--- src/rtl/brk_pkg.sv ---
package brk_pkg;
  localparam int LD_BIT    = 0;
  localparam int ST_BIT    = 1;
  localparam int EX_BIT    = 2;
  localparam int PRV_BASE  = 3;
  localparam int VPRV_BASE = 23;
  localparam int SZ_LSB    = 16;
  localparam int TYPE_W    = 4;

  typedef enum logic [1:0] {KIND_NONE, KIND_T2, KIND_T6} slot_kind_e;

  // decode type code into slot flavour
  function automatic slot_kind_e kind_of(logic [TYPE_W-1:0] code);
    slot_kind_e k;
    case (code)
      4'd2:    k = KIND_T2;
      4'd6:    k = KIND_T6;
      default: k = KIND_NONE;
    endcase
    return k;
  endfunction

  // bytes covered by a data watch for a given size code
  function automatic logic [3:0] span_bytes(logic [3:0] code);
    logic [3:0] n;
    case (code)
      4'd1:    n = 4'd1;
      4'd2:    n = 4'd2;
      4'd3:    n = 4'd4;
      4'd5:    n = 4'd8;
      default: n = 4'd8;
    endcase
    return n;
  endfunction

  // privilege qualification; msu = {M,S,U} enables, vsvu = {VS,VU} enables
  function automatic logic priv_ok(slot_kind_e k, logic [2:0] msu,
                                   logic [1:0] vsvu, logic [1:0] prv,
                                   logic virt);
    logic ok;
    ok = 1'b0;
    if (k != KIND_NONE) begin
      if (!virt) begin
        case (prv)
          2'd0:    ok = msu[0];
          2'd1:    ok = msu[1];
          2'd3:    ok = msu[2];
          default: ok = 1'b0;
        endcase
      end else if (k == KIND_T6) begin
        case (prv)
          2'd0:    ok = vsvu[0];
          2'd1:    ok = vsvu[1];
          default: ok = 1'b0;
        endcase
      end
    end
    return ok;
  endfunction
endpackage

--- src/rtl/brk_slot.sv ---
module brk_slot
  import brk_pkg::*;
#(
  parameter int XLEN = 32
) (
  input  logic            clk,
  input  logic            rst_n,
  input  logic            wr_ctrl,
  input  logic            wr_cmp,
  input  logic [XLEN-1:0] wdata,
  input  logic            fetch_vld,
  input  logic [XLEN-1:0] fetch_pc,
  input  logic            data_vld,
  input  logic [XLEN-1:0] data_addr,
  input  logic            data_store,
  input  logic [1:0]      priv,
  input  logic            virt,
  output logic            armed,
  output logic            hit,
  output logic            is_t6
);
  logic [XLEN-1:0] ctrl_q, cmp_q;
  slot_kind_e      kind;
  logic [2:0]      msu_en;
  logic [1:0]      vsvu_en;
  logic [3:0]      sz_code;
  logic [3:0]      span;
  logic            kind_en, exec_hit, data_hit, prv_hit;

  function automatic logic in_window(logic [XLEN-1:0] a, logic [XLEN-1:0] base,
                                     logic [3:0] n);
    logic [XLEN-1:0] off;
    off = a - base;
    return off < XLEN'(n);
  endfunction

  always_ff @(posedge clk) begin
    if (!rst_n) begin
      ctrl_q <= '0;
      cmp_q  <= '0;
    end else begin
      if (wr_ctrl) ctrl_q <= wdata;
      if (wr_cmp)  cmp_q  <= wdata;
    end
  end

  always_comb begin
    kind    = kind_of(ctrl_q[XLEN-1 -: TYPE_W]);
    msu_en  = {ctrl_q[PRV_BASE+3], ctrl_q[PRV_BASE+1], ctrl_q[PRV_BASE]};
    vsvu_en = (kind == KIND_T6) ? {ctrl_q[VPRV_BASE+1], ctrl_q[VPRV_BASE]} : 2'b00;
    sz_code = (kind == KIND_T6) ? ctrl_q[SZ_LSB+3:SZ_LSB]
                                : {2'b00, ctrl_q[SZ_LSB+1:SZ_LSB]};
    span    = span_bytes(sz_code);
    kind_en = data_store ? ctrl_q[ST_BIT] : ctrl_q[LD_BIT];
    exec_hit = fetch_vld && ctrl_q[EX_BIT] && (fetch_pc == cmp_q);
    data_hit = data_vld && kind_en && in_window(data_addr, cmp_q, span);
    prv_hit  = priv_ok(kind, msu_en, vsvu_en, priv, virt);
  end

  assign armed = (kind != KIND_NONE) && ((|msu_en) || (|vsvu_en)) &&
                 (|ctrl_q[EX_BIT:LD_BIT]);
  assign hit   = prv_hit && (exec_hit || data_hit);
  assign is_t6 = (kind == KIND_T6);
endmodule

--- src/rtl/brk_pick.sv ---
module brk_pick #(
  parameter int N  = 2,
  parameter int IW = 1
) (
  input  logic [N-1:0]  hits,
  output logic          any,
  output logic [IW-1:0] idx
);
  always_comb begin
    any = |hits;
    idx = '0;
    for (int i = N - 1; i >= 0; i--) begin
      if (hits[i]) idx = IW'(i);
    end
  end
endmodule

--- src/rtl/brkpt_match_unit.sv ---
module brkpt_match_unit #(
  parameter  int NSLOT  = 2,
  parameter  int XLEN   = 32,
  localparam int SLOT_W = (NSLOT > 1) ? $clog2(NSLOT) : 1
) (
  input  logic              clk,
  input  logic              rst_n,
  input  logic              cfg_we_i,
  input  logic [SLOT_W-1:0] cfg_slot_i,
  input  logic              cfg_field_i,
  input  logic [XLEN-1:0]   cfg_data_i,
  input  logic              fetch_vld_i,
  input  logic [XLEN-1:0]   fetch_pc_i,
  input  logic              data_vld_i,
  input  logic [XLEN-1:0]   data_addr_i,
  input  logic              data_store_i,
  input  logic [1:0]        priv_i,
  input  logic              virt_i,
  output logic              fire_o,
  output logic [SLOT_W-1:0] fire_slot_o,
  output logic [NSLOT-1:0]  armed_o
);
  logic [NSLOT-1:0]  slot_hit;
  logic [NSLOT-1:0]  slot_is_t6;
  logic              hit_any;
  logic [SLOT_W-1:0] hit_idx;
  logic              fire_q;
  logic [SLOT_W-1:0] slot_q;

  for (genvar g = 0; g < NSLOT; g++) begin : g_slot
    logic sel;
    assign sel = cfg_we_i && (cfg_slot_i == SLOT_W'(g));
    brk_slot #(.XLEN(XLEN)) u_slot (
      .clk        (clk),
      .rst_n      (rst_n),
      .wr_ctrl    (sel && !cfg_field_i),
      .wr_cmp     (sel &&  cfg_field_i),
      .wdata      (cfg_data_i),
      .fetch_vld  (fetch_vld_i),
      .fetch_pc   (fetch_pc_i),
      .data_vld   (data_vld_i),
      .data_addr  (data_addr_i),
      .data_store (data_store_i),
      .priv       (priv_i),
      .virt       (virt_i),
      .armed      (armed_o[g]),
      .hit        (slot_hit[g]),
      .is_t6      (slot_is_t6[g])
    );
  end

  brk_pick #(.N(NSLOT), .IW(SLOT_W)) u_pick (
    .hits (slot_hit),
    .any  (hit_any),
    .idx  (hit_idx)
  );

  always_ff @(posedge clk) begin
    if (!rst_n) begin
      fire_q <= 1'b0;
      slot_q <= '0;
    end else begin
      fire_q <= hit_any;
      slot_q <= hit_any ? hit_idx : '0;
    end
  end

  assign fire_o      = fire_q;
  assign fire_slot_o = slot_q;
endmodule

--- config.mk ---
export PLATFORM = sky130hd
export DESIGN_NAME = brkpt_match_unit
export DESIGN_NICKNAME = d
export VERILOG_FILES = /design/src/rtl/brk_pkg.sv /design/src/rtl/brk_slot.sv /design/src/rtl/brk_pick.sv /design/src/rtl/brkpt_match_unit.sv
export SDC_FILE = /design/constraint.sdc
export NUM_CORES = 1
export LEC_CHECK = 0
export BUFFER_PORTS_ARGS = -buffer_cell sky130_fd_sc_hd__buf_2
export CORE_MARGIN = 2
export CORE_UTILIZATION = 60
export DETAILED_ROUTE_END_ITERATION = 16
export PLACE_DENSITY_LB_ADDON = 0.1
export SETUP_SLACK_MARGIN = 0.4
export SLEW_MARGIN = 20
export SYNTH_ARGS = -nofsm -noshare
export SYNTH_HDL_FRONTEND = slang
export SYNTH_SLANG_ARGS = --single-unit
--- constraint.sdc ---
create_clock -name clk -period 10.3 [get_ports clk]
set_clock_uncertainty 0.05 [all_clocks]
set_input_delay 0 -clock clk [delete_from_list [all_inputs] [get_ports clk]]
set_output_delay 0 -clock clk [all_outputs]
set_load 0.02 [all_outputs]
# == Yosys cells after proc, flatten, opt, wreduce, memory -nomap -nowiden ==
# Cells that the tools add are included.
# word_totals
regBits,130
in_bits,107
out_inout_bits,4
word_cells,86
# classes
add_sub_neg,2
order_cmp,2
n_eq_ne,16
muxes,21
n_bitwise,3
reduce_logical,36
# ops
operator,n
== test 32 bit,2
< comparator 32 x 4 -> 1 bit,2
subtractor 32 bit,2
"== test 4 x 2 -> 1 bit, second input constant",6
case mux 4 bit (3 select lines),2
logical AND 1 bit,20
OR reduction 3 bit,5
2-to-1 mux 1 bit,9
"== test 4 x 1 -> 1 bit, second input constant",2
"== test 4 x 3 -> 1 bit, second input constant",2
2-to-1 mux 4 bit,2
case mux 2 bit (2 select lines),2
"== test 2 bit, second input constant",3
case mux 1 bit (3 select lines),2
OR reduction 2 bit,3
logical OR 1 bit,4
2-to-1 mux 2 bit,2
case mux 1 bit (2 select lines),2
nonzero test 2 bit,2
NOT 1 bit,3
"== test 2 x 1 -> 1 bit, second input constant",1
zero test 2 bit,1
zero test 1 bit,1

# == Logic depth before layout (Yosys ltp) ==
# Gate-level depths: netlist of the first run.
# logic_depth
word_depth,13
mapped_depth,19
depth_no_buf,19

# == By module ==
# From an unflattened synthesis of the first run, not the netlist that was laid out.
# unflattened
cells_unflattened,1132
area_unflattened_um2,9046.2
# by_module_without_submodules
module,n_inst,cells_each,area_each_um2,seq_area_each_um2
brk_slot,2,561,4471.8,960.9
brkpt_match_unit,1,8,90.1,40.0
brk_pick,1,2,12.5,0.0

# == Worst setup path after synthesis of the first run ==
# No wires, ideal clock.
# synth_timing
kind,reg-to-reg
start,reg g_slot[0].u_slot.cmp_q[1]
end,reg fire_q (netlist: fire_o)
setup_time_ps,87
arrival_time_ps,3354
required_time_ps,10163
slack_ps,6809
stages_incl_launch_ff,19
path_buffers,0
synth_period_minus_slack_ps,3491
cell_sequence,dfxtp_1 > inv_1 > ha_1 > nor2b_1 > o21a_1 > nor2_1 > xnor2_1 > ha_1 > nand2_1 > nand4b_1 > a2111oi_0 > nand4b_1 > nor4_1 > nand4_1 > nor4_1 > nand4_1 > nor4_1 > a41oi_1 > o31ai_1
# synth_between
elab_chain_cells,6
word_cells_on_any_way,8
classes_between,1 x add/sub; 1 x order compare; 1 x eq/ne; 5 x reduce/logical
# synth_rtl
element,line,rtl
start: declaration,brk_slot.sv:22,"logic [XLEN-1:0] ctrl_q, cmp_q;"
start signal: assignment,brk_slot.sv:43,if (wr_cmp) cmp_q <= wdata;
subtractor 32 bit,brk_slot.sv:33,off = a - base;
< comparator 32 x 4 -> 1 bit,brk_slot.sv:34,return off < XLEN'(n);
logical AND 1 bit,brk_slot.sv:56,"data_hit = data_vld && kind_en && in_window(data_addr, cmp_q, span);"
logical OR 1 bit (*),brk_slot.sv:62,assign hit = prv_hit && (exec_hit || data_hit);
logical AND 1 bit (*),brk_slot.sv:62,
OR reduction 2 bit (*),brk_pick.sv:10,any = |hits;
end signal: assignment,brkpt_match_unit.sv:63,fire_q <= hit_any;
end: declaration,brkpt_match_unit.sv:27,logic fire_q;
# Every way passes the cells marked *; elsewhere a longest branch is shown, timed or not.
# A chain may end at the register's enable or synchronous reset.

# == Final worst setup path of the first run ==
# Ends and elaborated chain as after synthesis.

==> results of run 1 <==
==> flip-flops by register name, summed over array words and instances (netlist names) <==
register	flops
g_slot.u_slot.cmp_q	64
g_slot.u_slot.ctrl_q	32
fire_o	1
fire_slot_o	1
==> metal layers <==
metal	track usage [%]	up-vias	wire length, microns
li1	-	4297	-
met5	0	-	0
met2	62.5	421	13300
met1	49.5	4121	11900
met4	19.3	0	1390
met3	5.20	78	2190
==> worst min-delay path: stages <==
cell and delay, ns:
buf_2 0.11, inv_2 0.15, a21oi_1 0.15
==> placed cells by master (no fill, tap or decap), drive strengths merged, types with 5 or more instances in the layout <==
cell type    netlist  routed
mux2i              9       9
xnor2             60      60
o21bai             7       7
o211ai            10      10
a21oi            159     159
nor4              18      18
a211oi            11      11
a41oi              6       6
nor3b              7       7
nand4             27      27
dlygate4sd3        0      32
o21a              13      13
nor2              46      46
and3               8       8
nor3              10      10
o21ai             40      40
o31ai              7       7
nand2b            10      10
xor2              36      36
a31oi              7       7
a221oi             5       5
inv               83      87
clkbuf            43       9
nand3             18      18
ha                68      68
dfxtp             98      98
a21o              20      20
buf                7     115
nand2            256     256
==> logic make-up (layout without fill, tap and decap cells) <==
logic type / Yosys count / after routing
compound gates: 326 / 326
mux: 12 / 12
buf+inv: 133 / 246
flops: 98 / 98
xor+xnor: 96 / 96
simple gates: 424 / 424
fa+ha+maj: 70 / 70
==> power by group through the flow <==
stage / sequential (uW) / clock, uW / combinational, uW
floorplan: 408 / 0 / 221
global placement: 413 / 0 / 318
detailed placement: 414 / 0 / 318
CTS: 405 / 360 / 329
global route: 406 / 374 / 366
finish: 405 / 361 / 337
==> cell type report <==
| class | instances | area (sq um) | area share, % |
|---|---|---|---|
| timing repair buffer | 147 | 908 | 9.49 |
| multi-input combinational | 928 | 5840 | 61.0 |
| sequential | 98 | 1960 | 20.5 |
| tap | 180 | 225 | 2.35 |
| inverter | 83 | 312 | 3.26 |
| clock buffer | 9 | 225 | 2.35 |
| clock inverter | 7 | 95.1 | 0.994 |
==> cell usage after synthesis (all sizes together), types with 11 or more instances <==
master	count	area (sq um)
a211oi	11	87.6
a21o	20	153
a21oi	159	826
clkbuf	43	171
dfxtp	98	1960
ha	68	851
inv	83	312
nand2	256	961
nand3	18	90.1
nand4	27	169
nor2	46	173
nor4	18	113
o21a	13	98.9
o21ai	40	204
xnor2	60	526
xor2	36	315
==> worst max path at each step <==
stage | from | to | slack [ns] | cells after the start
after floorplan | g_slot[0].u_slot.cmp_q[1] | fire_o | 6.81 | 18
after global routing | g_slot[0].u_slot.cmp_q[1] | fire_o | 5.89 | 18
after global placement | g_slot[0].u_slot.cmp_q[1] | fire_o | 6.33 | 18
after detailed placement | g_slot[0].u_slot.cmp_q[1] | fire_o | 6.26 | 18
after CTS | g_slot[0].u_slot.cmp_q[1] | fire_o | 6.25 | 18
final | g_slot[0].u_slot.cmp_q[1] | fire_o | 6.25 | 18
==> repair_timing <==
item / in CTS / in global routing
setup endpoints to repair: 0 / 0
hold buffers: 32 / 0
endpoints found under the hold margin: 96 / 0
==> through the flow <==
| step | hold slack, ns | std cells | area (sq um) | setup slack, ns | util (%) |
|---|---|---|---|---|---|
| floorplan | 0.0832 | 1159 | 8340 | 6.81 | - |
| global placement | 0.205 | 1404 | 8930 | 6.33 | 65.1 |
| detailed placement | 0.207 | 1404 | 8930 | 6.26 | 65.1 |
| CTS | 0.0216 | 1452 | 9570 | 6.25 | 69.7 |
| global route | 0.0418 | 1452 | 9570 | 5.89 | 69.7 |
| finish | 0.0488 | 1452 | 9570 | 6.25 | 69.7 |
==> results.sh, run 1 <==
export IMPL_status="completed"
export IMPL_post_drt_wl_per_cell_microns=19.8
export IMPL_leakagePower_uw=0.00366
export IMPL_worstHoldStart="rst_n"
export IMPL_crit_buf_inv=1
export IMPL_cts_setup_buffers=0
export IMPL_p_clk_share_pct=32.7
export IMPL_synth_xor_area_share_pct=10.1
export IMPL_ir_drop_uv=167
export IMPL_cts_clk_slew_worst_paths_ns=0.08
export IMPL_switching_share_pct=34.6
export IMPL_initial_core_util_pct=60.8
export IMPL_p_switching_uw=381
export IMPL_avgSynthCellArea_sq_um=7.19
export IMPL_clock_latency_ns=0.35
export IMPL_tightest_slew_ns=0.788
export IMPL_drc=0
export IMPL_cts_buffers=9
export IMPL_nNetsFinal=1444
export IMPL_cp_slowest_cell="a2111oi_0"
export IMPL_yosysSeqAreaShare_pct=23.5
export IMPL_dp_hpwl_microns=22900
export IMPL_hp_class="in2reg"
export IMPL_grtUsageTotal_pct=38.3
export IMPL_synth_compound_area_share_pct=24.9
export IMPL_ys_seq_elements=98
export IMPL_reg2reg_to="fire_o"
export IMPL_cts_htree_levels=3
export IMPL_max_slew_margin_pct=47.5
export IMPL_synth_async_reset_ratio_pct=0
export IMPL_grt_pass1_vias=8323
export IMPL_cts_max_path_buffers=2
export IMPL_setup_viol=0
export IMPL_grt_max_degree=76
export IMPL_powerDensity_nw_per_um2=115
export IMPL_reg2reg_from="g_slot[0].u_slot.cmp_q[1]"
export IMPL_die_w_microns=122
export IMPL_hold_depth=3
export IMPL_synthMuxAreaShare_pct=1.49
export IMPL_syn_area_sq_um=8340
export IMPL_synth_ff_type="dfxtp_1"
export IMPL_core_area_sq_um=13700
export IMPL_synthCells=1159
export IMPL_cts_sinks=98
export IMPL_synth_cell_types=82
export IMPL_p_comb_share_pct=30.6
export IMPL_slew_viol_final=0
export IMPL_port_buffers=110
export IMPL_io_pins=111
export IMPL_path_class="reg2reg"
export IMPL_end_kind="flip-flop"
export IMPL_synth_simple_area_share_pct=22.8
export IMPL_die_area_sq_um=14900
export IMPL_tritoncts="done"
export IMPL_fillers=1211
export IMPL_path_cells="inv_1, ha_1, nor2b_1, o21a_1, nor2_1, xnor2_1, ha_1, nand2_1, nand4b_1, a2111oi_0, nand4b_1, nor4_1, nand4_1, nor4_1, nand4_1, nor4_1, a41oi_1, o31ai_1"
export IMPL_setup_tns_ns=0
export IMPL_worst_r2r_path_depth=18
export IMPL_critical_path_max_stage_delay_ns=0.42
export IMPL_diodes=0
export IMPL_grt_antenna_before_repair=0
export IMPL_critPathLaunchType="flip-flop"
export IMPL_antenna_left=0
export IMPL_vias=8917
export IMPL_grt_pass1_wl_microns=43200
export IMPL_drt_iter0_markers=918
export IMPL_rsz0062_at_grt="false"
export IMPL_cts_repair_resized=0
export IMPL_cpMostUsedCell="nor4_1"
export IMPL_rows=43
export IMPL_synth_top_family_by_area="compound AO/OA/AOI/OAI gates"
export IMPL_drtPass1Iterations=5
export IMPL_period_needed_ns=4.05
export IMPL_viasPerCell=6.14
export IMPL_fmax_ghz=0.247
export IMPL_maxCapViolations=0
export IMPL_cpLargestDelayFamily="simple AND/OR/NAND/NOR gates"
export IMPL_drive_above_1_share_pct=12.4
export IMPL_min_to="g_slot[0].u_slot.ctrl_q[3]"
export IMPL_cp_max_fo=3
export IMPL_cp_arrival_ns=4.27
export IMPL_finalHoldViolCount=0
export IMPL_place_congestion=0.985
export IMPL_syn2layout_area_growth_pct=14.8
export IMPL_grt_overflow=0
export IMPL_finalCritPeriodShare_pct=39.3
export IMPL_power_total_uw=1100
export IMPL_cts_root_buf="clkbuf_16"
export IMPL_intPower_uw=722
export IMPL_synth_edf_count=0
export IMPL_power_frac_seq_pct=36.7
export IMPL_die_h_microns=122
export IMPL_synthesis_nets=1336
export IMPL_routed_wl_microns=28800
export IMPL_synth_fa_ha_area_share_pct=10.7
export IMPL_required_ns=10.51
export IMPL_r2r_slack_ns=6.25
export IMPL_yosysWarnings=0
Power figures use the tool's default switching activity.
==> inputs of run 2 (changes only) <==
ABC_AREA = 1   (was not set)
CORE_UTILIZATION = 55   (was 60)
clock period = 3.3 ns   (was 10.3 ns; I/O delays follow)
==> results.sh, run 2 <==
export IMPL_status="completed"
export IMPL_largest_reg_flops=64
export IMPL_avgSynthCellArea_sq_um=5.70
export IMPL_cts_htree_levels=3
export IMPL_cts_root_buf="clkbuf_16"
export IMPL_core_area_sq_um=16600
export IMPL_synth_top_family_by_area="simple AND/OR/NAND/NOR gates"
export IMPL_drtPass1Iterations=6
export IMPL_synth_top_cell_by_area="dfxtp_1"
export IMPL_reg2reg_to="fire_slot_o"
export IMPL_yosysWarnings=0
export IMPL_hold_depth=3
export IMPL_hp_class="in2reg"
export IMPL_layout_commonest_cell="nand2_1"
export IMPL_clock_latency_ns=0.35
export IMPL_synthCells=1647
export IMPL_routed_wl_microns=35300
export IMPL_port_buffers=110
export IMPL_synth_compound_area_share_pct=17.9
export IMPL_cts_max_path_buffers=2
export IMPL_diodes=0
export IMPL_synth_xor_area_share_pct=2.33
export IMPL_reg_top3="g_slot.u_slot.cmp_q (64), g_slot.u_slot.ctrl_q (32)"
export IMPL_yosysMostFrequentCell="nand2_1"
export IMPL_path_class="reg2reg"
export IMPL_path_cells="inv_4, ha_4, nand2_4, a21oi_4, xor2_1, ha_2, inv_1, nand2_1, nor2_1, nand2_1, nor2_1, nand2_1, nor2_2, nand2_1, nor2_1, nand2_1, nor2_1, nand3_1, nor2_1, nand2_2, a21oi_2, nor2_1"
export IMPL_synth_edf_count=0
export IMPL_rows=47
export IMPL_cts_clk_slew_worst_paths_ns=0.07
export IMPL_reg2reg_from="g_slot[0].u_slot.cmp_q[1]"
export IMPL_post_drt_wl_per_cell_microns=17.6
export IMPL_nNetsFinal=1956
export IMPL_worst_r2r_path_depth=22
export IMPL_synth_cell_types=39
export IMPL_synth_area_leaders="dfxtp_1 (21%), nand2_1 (19%), inv_1 (13%)"
export IMPL_cts_buffers=9
export IMPL_syn_area_sq_um=9390
export IMPL_drc=0
export IMPL_maxCapViolations=0
export IMPL_largest_register="g_slot.u_slot.cmp_q"
export IMPL_drt_iter0_markers=1104
export IMPL_cp_slowest_cell="dfxtp_2"
export IMPL_mostFrequentLayoutCells="nand2_1 (456), inv_1 (307), nor2_1 (152), a21oi_1 (136)"
export IMPL_setup_tns_ns=0
export IMPL_period_needed_ns=2.77
export IMPL_cts_sinks=98
export IMPL_place_congestion=1.01
export IMPL_synth_async_reset_ratio_pct=0
export IMPL_synth_ff_type="dfxtp_1"
export IMPL_dp_hpwl_microns=28500
export IMPL_r2r_slack_ns=0.53
export IMPL_fmax_ghz=0.362
export IMPL_grt_pass1_wl_microns=52600
export IMPL_max_slew_margin_pct=30.2
export IMPL_final_cell_count_no_fill=2004
export IMPL_hold_slack_ns=0.0172
export IMPL_grt_max_degree=63
export IMPL_synth_top_area_share_pct=20.9
export IMPL_fin_area_sq_um=10900
export IMPL_critPathLaunchType="flip-flop"
export IMPL_cpLargestDelayFamily="simple AND/OR/NAND/NOR gates"
export IMPL_cp_arrival_ns=2.97
export IMPL_cp_max_fo=4
export IMPL_die_h_microns=135
export IMPL_worstHoldStart="cfg_data_i[16]"
export IMPL_synthesis_nets=1824
export IMPL_grt_overflow=0
export IMPL_rsz0062_at_grt="false"
export IMPL_grt_pass1_vias=10200
export IMPL_synth_simple_area_share_pct=35.4
export IMPL_ys_seq_elements=98
export IMPL_crit_buf_inv=2
export IMPL_die_w_microns=135
export IMPL_synth_fa_ha_area_share_pct=9.49
export IMPL_required_ns=3.50
export IMPL_synthMuxAreaShare_pct=0
export IMPL_ir_drop_uv=307
export IMPL_yosys_top_cells_count="nand2_1 (464), inv_1 (313), nor2_1 (156)"
export IMPL_slew_viol_final=0
export IMPL_place_inst=1950
export IMPL_setup_viol=0
export IMPL_tritoncts="done"
export IMPL_dpl_cell_area_sq_um=10100
export IMPL_initial_core_util_pct=56.4
export IMPL_powerDensity_nw_per_um2=350
export IMPL_grtUsageTotal_pct=37.9
export IMPL_drive_above_1_share_pct=11.3
export IMPL_min_to="g_slot[1].u_slot.cmp_q[16]"
export IMPL_cpMostUsedCell="nor2_1"
export IMPL_leakagePower_uw=0.00567
export IMPL_finalCritPeriodShare_pct=83.8
export IMPL_end_kind="flip-flop"
export IMPL_io_pins=111
export IMPL_die_area_sq_um=18100
export IMPL_antenna_left=0
export IMPL_vias=11200
export IMPL_grt_antenna_before_repair=0
export IMPL_finalHoldViolCount=0
export IMPL_fillers=1621
export IMPL_critical_path_max_stage_delay_ns=0.35
export IMPL_viasPerCell=5.60
export IMPL_tightest_slew_ns=1.04
export IMPL_yosysSeqAreaShare_pct=20.9
export IMPL_syn2layout_area_growth_pct=16.1
-- run 2: changes by cell type after synthesis, moves of 18 or more --
cell / before / now
inv_1: 82 / 313
nand2_1: 256 / 464
nand2_2: 0 / 18
nand3_1: 18 / 92
nor2_1: 46 / 156
o21ai_0: 35 / 110
o22ai_1: 4 / 32
xnor2_1: 60 / 10
xor2_1: 36 / 15
-- run 2: kinds of logic (layout without fill, tap and decap cells) --
group,Yosys count,in the layout
fa+ha+maj,70,70
buf+inv,345,482
compound gates,310,310
flops,98,98
xor+xnor,25,25
simple gates,799,799
-- run 2: layout make-up --
cell class                 instances  area, sq um  area share (%)
tap                              220          275            2.53
sequential                        98         1970            18.1
inverter                         315         1190            10.9
timing repair buffer             151          938            8.61
clock buffer                       9          225            2.07
clock inverter                     7         62.6           0.574
multi-input combinational       1204         6240            57.2
-- run 2: worst max-delay path by stage --
stage,slack (ns),end,from,cells after the start
final,0.53,fire_slot_o,g_slot[0].u_slot.cmp_q[1],22
after global routing,0.31,fire_slot_o,g_slot[0].u_slot.cmp_q[1],22
after CTS,0.42,fire_slot_o,g_slot[1].u_slot.cmp_q[2],23
after detailed placement,0.45,fire_slot_o,g_slot[1].u_slot.cmp_q[2],23
after global placement,0.51,fire_slot_o,g_slot[1].u_slot.cmp_q[2],23
after floorplan,0.92,fire_slot_o,g_slot[0].u_slot.cmp_q[2],22
-- run 2: worst register-to-register path: stages (launching register included) --
cell and delay, ns:
dfxtp_2 0.35, inv_4 0.06, ha_4 0.28, nand2_4 0.07
a21oi_4 0.18, xor2_1 0.09, ha_2 0.17, inv_1 0.06
nand2_1 0.06, nor2_1 0.10, nand2_1 0.07, nor2_1 0.12
nand2_1 0.07, nor2_2 0.11, nand2_1 0.07, nor2_1 0.10
nand2_1 0.07, nor2_1 0.10, nand3_1 0.07, nor2_1 0.13
nand2_2 0.09, a21oi_2 0.13, nor2_1 0.05
-- run 2: metal layers --
| layer | part of all wire, % | GRT usage [%] | up-vias |
|---|---|---|---|
| met4 | 5.6 | 19.1 | 0 |
| li1 | - | - | 5519 |
| met5 | 0 | 0 | - |
| met3 | 11 | 9.35 | 111 |
| met1 | 39 | 46.8 | 5006 |
| met2 | 44 | 61.4 | 594 |
-- run 2: power breakdown --
group	internal [uW]	switching [uW]	total, uW
registers	1240	34.4	1280
logic	518	981	1500
clock network	527	509	1040
total	2290	1520	3810
-- run 2: stage by stage --
| stage | power, uW | util (%) | worst slack, ns |
|---|---|---|---|
| 3_5_place_dp | 2680 | 60.8 | 0.455 |
| 3_3_place_gp | 2670 | 60.8 | 0.508 |
| 6_report | 3810 | 65.5 | 0.534 |
| 2_1_floorplan | 2250 | - | 0.917 |
| 4_1_cts | 3720 | 64.5 | 0.421 |
| 5_1_grt | 4010 | 65.5 | 0.310 |
-- run 2: timing repair --
item | in CTS | in global routing
resized for setup | 0 | 39
hold endpoints to repair | 66 | 0
hold buffers | 32 | 0
setup buffers | 0 | 6
endpoints found under the setup margin | 0 | 2
==> inputs of run 3 (changes only) <==
CORE_UTILIZATION = 60   (was 55)
clock period = 2.71 ns   (was 3.3 ns; I/O delays follow)
==> results.sh, run 3 (same netlist as run 2, synthesis figures left out) <==
export IMPL_drt_iter0_markers=1268
export IMPL_period_needed_ns=2.65
export IMPL_hp_class="in2reg"
export IMPL_die_w_microns=129
export IMPL_tritoncts="done"
export IMPL_grt_max_degree=48
export IMPL_die_h_microns=129
export IMPL_grt_pass1_vias=10200
export IMPL_cts_clk_slew_worst_paths_ns=0.08
export IMPL_power_total_uw=4700
export IMPL_tightest_slew_ns=0.848
export IMPL_path_class="reg2reg"
export IMPL_clock_latency_ns=0.36
export IMPL_path_cells="inv_1, ha_1, nand2_1, nor2_2, inv_2, nor2_4, nand3b_1, nand3_1, nand2_1, nand2_1, nand2_1, nor2_2, nand3_1, nor2_1, nand2_1, nand2_2, nand2_2, nor2_2"
export IMPL_drive_above_1_share_pct=12.2
export IMPL_drtPass1Iterations=6
export IMPL_cp_max_fo=6
export IMPL_drc=0
export IMPL_fillers=1379
export IMPL_leakagePower_uw=0.00574
export IMPL_critical_path_max_stage_delay_ns=0.42
export IMPL_largest_register="g_slot.u_slot.cmp_q"
export IMPL_grt_antenna_before_repair=0
export IMPL_powerDensity_nw_per_um2=427
export IMPL_io_pins=111
export IMPL_critPathLaunchType="flip-flop"
export IMPL_worst_r2r_path_depth=18
export IMPL_status="completed"
export IMPL_routed_wl_microns=35000
export IMPL_cp_endpoint="fire_slot_o"
export IMPL_cts_buffers=9
export IMPL_port_buffers=110
export IMPL_cts_htree_levels=3
export IMPL_maxCapViolations=0
export IMPL_r2r_slack_ns=0.06
export IMPL_post_route_util_pct=72.2
export IMPL_core_area_sq_um=15300
export IMPL_end_kind="flip-flop"
export IMPL_fin_area_sq_um=11000
export IMPL_grtUsageTotal_pct=41.9
export IMPL_place_congestion=1.03
export IMPL_viasPerCell=5.70
export IMPL_final_setup_worst_slack_ns=0.0602
export IMPL_dp_hpwl_microns=28500
export IMPL_reg_top3="g_slot.u_slot.cmp_q (64), g_slot.u_slot.ctrl_q (32)"
export IMPL_setup_viol=0
export IMPL_post_drt_wl_per_cell_microns=17.4
export IMPL_ir_drop_uv=467
export IMPL_cpMostUsedCell="nand2_1"
export IMPL_antenna_left=0
export IMPL_rsz0062_at_grt="true"
export IMPL_cp_slowest_cell="ha_1"
export IMPL_reg2reg_to="fire_slot_o"
export IMPL_rows=45
export IMPL_slew_viol_final=0
export IMPL_fmax_ghz=0.377
export IMPL_cp_arrival_ns=2.90
export IMPL_grt_overflow=0
export IMPL_cp_startpoint="g_slot[1].u_slot.cmp_q[17]"
export IMPL_mostFrequentLayoutCells="nand2_1 (455), inv_1 (308), nor2_1 (151), a21oi_1 (134)"
export IMPL_nNetsFinal=1970
export IMPL_die_area_sq_um=16700
export IMPL_largest_reg_flops=64
export IMPL_initial_core_util_pct=61.5
export IMPL_cts_sinks=98
export IMPL_grt_pass1_wl_microns=53300
export IMPL_max_slew_margin_pct=42.9
export IMPL_diodes=0
export IMPL_syn2layout_area_growth_pct=17.4
export IMPL_finalCritPeriodShare_pct=97.8
export IMPL_reg2reg_from="g_slot[1].u_slot.cmp_q[17]"
export IMPL_dpl_cell_area_sq_um=10300
export IMPL_detailedPlace_worstSlack_ns=-0.0212
export IMPL_layout_commonest_cell="nand2_1"
export IMPL_finalHoldViolCount=0
export IMPL_vias=11500
export IMPL_cts_max_path_buffers=2
export IMPL_cts_root_buf="clkbuf_16"
export IMPL_required_ns=2.96
## run 3: cell count changes in the layout (fill, tap and decap cells not counted), sizes merged
cell         previous run  this run
buf                   119       135
clkinv                  5         4
dlygate4sd3            32        30
inv                   317       318
## run 3: layout make-up
class	instances	area, sq um	share of cell area, %
multi-input cells	1204	6260	56.8
repair buffers	165	1040	9.43
inverters	315	1180	10.8
well taps	211	264	2.40
clock inverters	7	78.8	0.716
clock buffers	9	225	2.04
flip-flops and latches	98	1970	17.9
## run 3: worst min-delay path by stage
stage | from | endpoint | cells after the start
floorplan | cfg_data_i[0] | g_slot[1].u_slot.ctrl_q[0] | 2
global placement | cfg_data_i[0] | g_slot[1].u_slot.ctrl_q[0] | 3
detailed placement | cfg_data_i[0] | g_slot[1].u_slot.ctrl_q[0] | 3
CTS | cfg_data_i[16] | g_slot[1].u_slot.cmp_q[16] | 3
global route | cfg_data_i[16] | g_slot[1].u_slot.cmp_q[16] | 3
finish | cfg_data_i[18] | g_slot[1].u_slot.ctrl_q[18] | 3
## run 3: routing by layer
| layer | share of wire, % | track usage (%) | vias up |
|---|---|---|---|
| met5 | 0 | 0 | - |
| met3 | 11 | 7.14 | 127 |
| met4 | 6.1 | 22.6 | 0 |
| met1 | 39 | 54.1 | 5059 |
| met2 | 43 | 67.1 | 713 |
| li1 | - | - | 5553 |
## run 3: power by group
part           total (uW)  leakage [uW]  switching [uW]  internal (uW)
clock                1310      0.000148             651            656
combinational        1840       0.00479            1190            645
sequential           1560      0.000803            42.0           1510
## run 3: worst max-delay path, delay by kind of cell (launching register included)
| kind | cells | cell delay (ns) |
|---|---|---|
| buffers and inverters | 2 | 0.18 |
| DFF | 1 | 0.33 |
| and+or+nand+nor | 15 | 1.63 |
| adders and majority gates | 1 | 0.42 |
## run 3: metrics by stage
step	instances	hold WS (ns)	setup TNS [ns]
after floorplan	1647	0.0849	0
after global placement	1957	0.235	-0.0178
after detailed placement	1957	0.249	-0.0212
after CTS	2006	0.00215	0
after global routing	2009	0.00977	-0.209
final	2009	0.0113	0
## run 3: timing repair
item	CTS	global route
endpoints found under the setup margin	2	2
endpoints found under the hold margin	74	0
setup buffers	3	3
gates resized for setup	15	16
hold buffers	30	0
pin swaps	13	5
